`src/rtl/keyed_watchdog.sv`:
```
module keyed_watchdog #(
  parameter int          CW         = 14,
  parameter int          PULSE_CLKS = 98,
  parameter logic [7:0]  SVC_ADDR   = 8'hA6,
  parameter logic [7:0]  KEY_A      = 8'h1E,
  parameter logic [7:0]  KEY_B      = 8'hE1
) (
  input  logic       clk,
  input  logic       rst_n,
  input  logic       mc_tick,
  input  logic       wr_en,
  input  logic [7:0] wr_addr,
  input  logic [7:0] wr_data,
  input  logic       idle,
  input  logic       pdown,
  input  logic       wake_n,
  input  logic       idle_freeze,
  input  logic       rst_out_dis,
  output logic       rst_out
);
  localparam int            PW      = $clog2(PULSE_CLKS + 1);
  localparam logic [CW-1:0] CNT_MAX = '1;
  localparam logic [PW-1:0] PULSE_V = PW'(PULSE_CLKS);

  logic          en_q, armed_q, hold_q;
  logic [CW-1:0] cnt_q;
  logic [PW-1:0] pcnt_q;

  wire svc_wr   = wr_en && (wr_addr == SVC_ADDR);
  wire key_done = svc_wr && armed_q && (wr_data == KEY_B);
  wire run      = en_q && mc_tick && !pdown && !hold_q && !(idle && idle_freeze);
  wire ovf      = run && (cnt_q == CNT_MAX) && !key_done;

  assign rst_out = (pcnt_q != '0);

  always_ff @(posedge clk or negedge rst_n)
    if (!rst_n)      armed_q <= 1'b0;
    else if (ovf)    armed_q <= 1'b0;
    else if (svc_wr) armed_q <= (wr_data == KEY_A);

  always_ff @(posedge clk or negedge rst_n)
    if (!rst_n) begin
      en_q  <= 1'b0;
      cnt_q <= '0;
    end else if (key_done) begin
      en_q  <= 1'b1;
      cnt_q <= '0;
    end else if (ovf) begin
      en_q  <= 1'b0;
      cnt_q <= '0;
    end else if (run) begin
      cnt_q <= cnt_q + CW'(1);
    end

  always_ff @(posedge clk or negedge rst_n)
    if (!rst_n)      hold_q <= 1'b0;
    else if (pdown)  hold_q <= 1'b1;
    else if (wake_n) hold_q <= 1'b0;

  always_ff @(posedge clk or negedge rst_n)
    if (!rst_n)                    pcnt_q <= '0;
    else if (ovf && !rst_out_dis)  pcnt_q <= PULSE_V;
    else if (pcnt_q != '0)         pcnt_q <= pcnt_q - PW'(1);

  assert_key_enables_R2: assert property (@(posedge clk) disable iff (!rst_n)
    key_done |=> (en_q && cnt_q == '0));

  assert_no_sw_disable_R6: assert property (@(posedge clk) disable iff (!rst_n)
    (en_q && !ovf) |=> en_q);

  assert_off_after_pulse_R5: assert property (@(posedge clk) disable iff (!rst_n)
    $rose(rst_out) |-> !en_q);

  assert_suppressed_R8: assert property (@(posedge clk) disable iff (!rst_n)
    (rst_out_dis && !rst_out) |=> !rst_out);

  assert_idle_freeze_R9: assert property (@(posedge clk) disable iff (!rst_n)
    (idle && idle_freeze && !key_done) |=> $stable(cnt_q));

  assert_pdown_freeze_R10: assert property (@(posedge clk) disable iff (!rst_n)
    (pdown && !key_done) |=> $stable(cnt_q));

  assert_service_wins_R11: assert property (@(posedge clk) disable iff (!rst_n)
    (key_done && mc_tick && cnt_q == CNT_MAX) |=> (!$rose(rst_out) && en_q));
endmodule

```
`config.mk`:
```
export PLATFORM = sky130hd
export DESIGN_NAME = keyed_watchdog
export DESIGN_NICKNAME = d
export VERILOG_FILES = /design/src/rtl/keyed_watchdog.sv
export SDC_FILE = /design/constraint.sdc
export NUM_CORES = 1
export LEC_CHECK = 0
export ABC_CLOCK_PERIOD_IN_PS = 1600
export CORE_ASPECT_RATIO = 1.1
export CORE_MARGIN = 1.5
export CORE_UTILIZATION = 45
export CTS_CLUSTER_DIAMETER = 120
export DETAILED_ROUTE_END_ITERATION = 12
export PLACE_DENSITY = 0.71
export SLEW_MARGIN = 30
export SYNTH_ARGS = -nofsm -noshare
export SYNTH_HDL_FRONTEND = slang
export SYNTH_SLANG_ARGS = --single-unit
```
`constraint.sdc`:
```
create_clock -name clk -period 1.6 [get_ports clk]
set_input_delay 0.32 -clock clk [delete_from_list [all_inputs] [get_ports clk]]
set_output_delay 0.32 -clock clk [all_outputs]
set_load 0.02 [all_outputs]
```
# Word level (Yosys, flattened, before mapping)
# Cells that the tools add are included.
dict set report totals {
  romBits 0
  regBits 24
  latch_bits 0
  memories 0
  ramBits 0
  output_inout_bits 1
  wordCells 44
}
dict set report op_classes {
  muxes 11
  div 0
  bitwise 0
  n_shift 0
  reduce_logical 22
  n_eq_ne 4
  n_mul 0
  add_sub_neg 2
  magnitude_cmp 0
}
# cell n
set op_table {}
lappend op_table {{two-way mux 14 bit} 3}
lappend op_table {{== test 8 bit (second input constant)} 2}
lappend op_table {{adder 14 x 1 -> 14 bit (second input constant)} 1}
lappend op_table {{== test 14 bit (second input constant)} 1}
lappend op_table {{two-way mux 7 bit} 2}
lappend op_table {{logical AND 1 bit} 11}
lappend op_table {{== test 8 x 5 -> 1 bit (second input constant)} 1}
lappend op_table {{nonzero test 2 bit} 4}
lappend op_table {{nonzero test 7 bit} 1}
lappend op_table {{subtractor 7 x 1 -> 7 bit (second input constant)} 1}
lappend op_table {{two-way mux 1 bit} 6}
lappend op_table {{zero test 1 bit} 5}
lappend op_table {{nonzero test 3 bit} 1}

# Logic depth before layout (Yosys ltp)
dict set report logic_depth {
  depth_word 8
  mapped_depth 6
  ltp_nobuf 6
}

# Worst setup path before layout
# OpenSTA, ideal clock, no wires.
dict set report synth_path {
  path_type {register -> register}
  start {register pcnt_q[0]}
  end {register pcnt_q[1]}
  required_time_ns 1.473
  path_stages_with_launch 7
  arrival_time_ns 1.789
  setup_slack_ns -0.316
  synth_period_minus_slack_ns 1.916
  setup_time_ns 0.127
  cell_sequence {dfrtp_1 -> inv_1 -> ha_1 -> nor4b_1 -> nand2_1 -> mux2i_1 -> or2_2}
}
# item line_no
set synth_rtl {}
lappend synth_rtl {{start: declaration} 27} ;# logic [PW-1:0] pcnt_q;
lappend synth_rtl {{start signal: assignment} 63} ;# else if (pcnt_q != '0) pcnt_q <= pcnt_q - PW'(1);
lappend synth_rtl {{nonzero test 7 bit} n/a}
lappend synth_rtl {{named net rst_out} 19} ;# output logic rst_out
lappend synth_rtl {{nonzero test 2 bit (no line)} n/a}
# The timed path passes the listed nets, and every way through them passes these cells. The select of a mux whose other input is x is not followed.
# A chain may end at the register's enable or synchronous reset.

# Worst setup path in the final report
dict set report layout_path {
  start {register pcnt_q[1]}
  end {output port rst_out}
}
dict set report layout_via {
  elab_chain_cells 1
}
# item line_no
set layout_rtl {}
lappend layout_rtl {{nonzero test 7 bit} 34} ;# assign rst_out = (pcnt_q != '0);
lappend layout_rtl {{end: declaration} 19}
# No other way between the ends.

==> results.ini <==
[sta]
slew_violations = 0
hold_viol = 0
finalWorstSetupSlack_ns = -0.1707
rsz0062_at_grt = true
finalSetupTns_ns = -0.6877
fmax_mhz = 564.8
setup_violations = 10
fin_crit_ns = 1.771
fin_crit_sh_pct = 110.7
slew-limit-headroom_pct = 71.43
worst_pin_slew_ns = 0.4253
clock_skew_ns = 0.005434

[cells_and_area]
nets = 229
n_fill_cell = 172
stdcell_area_sq_um = 2180
drive_above_1_share_pct = 44.00
diodes = 0
fin_cells = 233
areaGrowthSynthToFinish_pct = 60.11
multi_input_area_sq_um = 922.1
regArea_sq_um = 600.6

[power]
p_sw_share_pct = 28.04
pwr-share-clk_pct = 22.8
peakVddDrop_v = 0.0005399
intPower_mw = 0.8849
seqPwrFrac_pct = 56.2
power_density_nw_per_um2 = 564.1
p_leak_nw = 0.9352
pwr-share-comb_pct = 21.0
switching_power_mw = 0.3447

[critical_path]
r2r-start = pcnt_q[1]
critical_path_class = reg2out
worstPathMaxFanout = 2
cp_data_arrival_time_ns = 1.45
reg2reg_to = pcnt_q[1]
endpoint_kind = output port
crit_required_ns = 1.28
reg2reg_depth = 8
reg2reg_slack_ns = -0.11
startpoint_type = flip-flop

[floorplan]
die_w_um = 55.44
start_util_pct = 48.14
die_y_um = 60.69
placementRows = 20
dieArea_sq_um = 3364
ios = 26
core-area_sq_um = 2828

[logic_synthesis]
yosys_warnings = 0
syn_nets = 163
ys_seq_area_share_pct = 44.12
syn_avg_cell_area_sq_um = 10.01
netlist_area_sq_um = 1361
ys_ff_latch = 24
synth.distinct_cells = 39
ys_async_sr_fraction_pct = 100.0
synth_edf_count = 0
yosys_most_used_dff = dfrtp_1
syn_inst = 136

[clocking]
root_buffer = clkbuf_4
cts_num_sinks = 24
cts_tree = done
numCtsBuffers = 3
htree_levels = 1
cts_hold_buf = 0
insertion_delay_ns = 0.32
clockBufferDepth = 2
clk_pin_slew_ns = 0.14

[run_status]
violations = negative setup slack
outcome = complete, but fails checks

[routing]
first_pass_iters = 4
drc = 0
routed_via_density = 5.768
ant_nets = 0
wl_mm = 4.045
wire_per_inst_um = 17.36
dr_total_vias = 1344
drt_iter0_markers = 40

[min_path]
min_path_type = in2reg
hold_end = hold_q
hold_start = pdown
holdPathStages = 2

[global_routing]
track_usage_pct = 23.04
grt_pass1_wl_mm = 5.989
overflow = 0
grt_pass1_vias = 1372
antenna_found_initial = 0
grt_max_degree = 25

[place]
place_congestion = 0.8312
portBuffers = 25
place_area_sq_um = 1879
post-place-cells = 219
place_hpwl_mm = 2.302

[job]
maxCapViolations = 0

[stage by stage]
| stage | worst slack (ns) | utilization [%] | total power [mW] | hold WS [ns] |
|---|---|---|---|---|
| global placement | -0.4699 | 66.46 | 0.9147 | 0.4588 |
| finish | -0.1707 | 77.08 | 1.230 | 0.2163 |
| floorplan | -0.02151 | - | 0.8021 | 0.02441 |
| CTS | -0.1093 | 72.08 | 1.193 | 0.3672 |
| global route | -0.2228 | 77.08 | 1.286 | 0.2174 |
| detailed placement | -0.5280 | 66.46 | 0.9233 | 0.4723 |
[registers in the layout, indices dropped and copies added, names as in the netlist]
signal	count
pcnt_q	7
en_q	1
armed_q	1
cnt_q	14
hold_q	1
[per-layer routing]
metal	up-vias	global-route usage [%]	part of all wire (%)
met1	647	26.12	41
met2	40	43.54	52
met4	0	10.45	3.2
li1	641	-	-
met3	16	3.625	3.8
met5	-	0	0
[logic make-up after synthesis]
logic type | share of synthesized area (%)
adders and majority gates | 1.838
muxes | 4.412
and+or+nand+nor | 30.24
buffers and inverters | 2.665
DFF | 44.12
xor gates and xnor gates | 3.217
AOI/OAI and AO/OA | 13.51
[power by group through the flow]
stage / Clock [mW] / Combinational (mW) / Sequential (mW)
after floorplan: 0 / 0.106 / 0.696
after global placement: 0 / 0.221 / 0.694
after detailed placement: 0 / 0.225 / 0.699
after CTS: 0.268 / 0.238 / 0.687
after global routing: 0.303 / 0.285 / 0.698
final: 0.280 / 0.258 / 0.691
[cells in the final DEF (no fill, tap or decap), drive strengths merged, types with 5 or more instances in the layout]
cell           count
buf               39
dfrtp             24
clkdlybuf4s50     23
nand2              9
a211oi             8
nor3               7
o21ai              7
nor2               7
or3                6
mux2i              6
inv                6
nand4              5
a21oi              5
nand3              5
[what timing repair did]
item,4_1_cts,5_1_grt
pin swaps,13,11
cloned,1,1
buffers inserted,4,5
setup endpoints to repair,21,24
gates resized for setup,26,30
[worst max-delay path by stage]
stage               slack (ns)        end      start
floorplan                -0.02  cnt_q[13]     hold_q
global placement         -0.47  cnt_q[13]      pdown
detailed placement       -0.53   cnt_q[9]      pdown
CTS                      -0.11    rst_out  pcnt_q[1]
global route             -0.22    rst_out  pcnt_q[1]
finish                   -0.17    rst_out  pcnt_q[1]
[critical path, stage by stage (launching register included)]
cell     delay [ns]
dfrtp_1        0.42
inv_2          0.10
ha_4           0.13
nor4b_4        0.22
nand2_2        0.11
buf_6          0.14
[synthesized netlist by cell type, types with 3 or more instances]
cell,n,share of area [%]
nor2_1,7,1.9
xor2_1,3,1.9
nand3_1,5,1.8
nand4_1,3,1.4
or3_1,3,1.4
or3_2,3,1.7
a211oi_1,6,3.3
and2_1,3,1.4
a21oi_1,5,1.8
nand2_1,9,2.5
nand2b_1,3,1.4
nor2b_1,3,1.4
o21ai_0,7,2.6
dfrtp_1,24,44
o31ai_1,3,1.7
nor3_1,6,2.2
mux2i_1,6,4.4
and4_1,3,1.9
inv_1,6,1.7
[area by class of cell]
class	count	share of cell area, %
Multi-Input combinational cell	104	42.31
Clock buffer	3	1.033
Sequential cell	24	27.55
Timing Repair Buffer	63	26.18
Tap cell	33	1.894
Inverter	6	1.033
(Power assumes the default switching activity.)
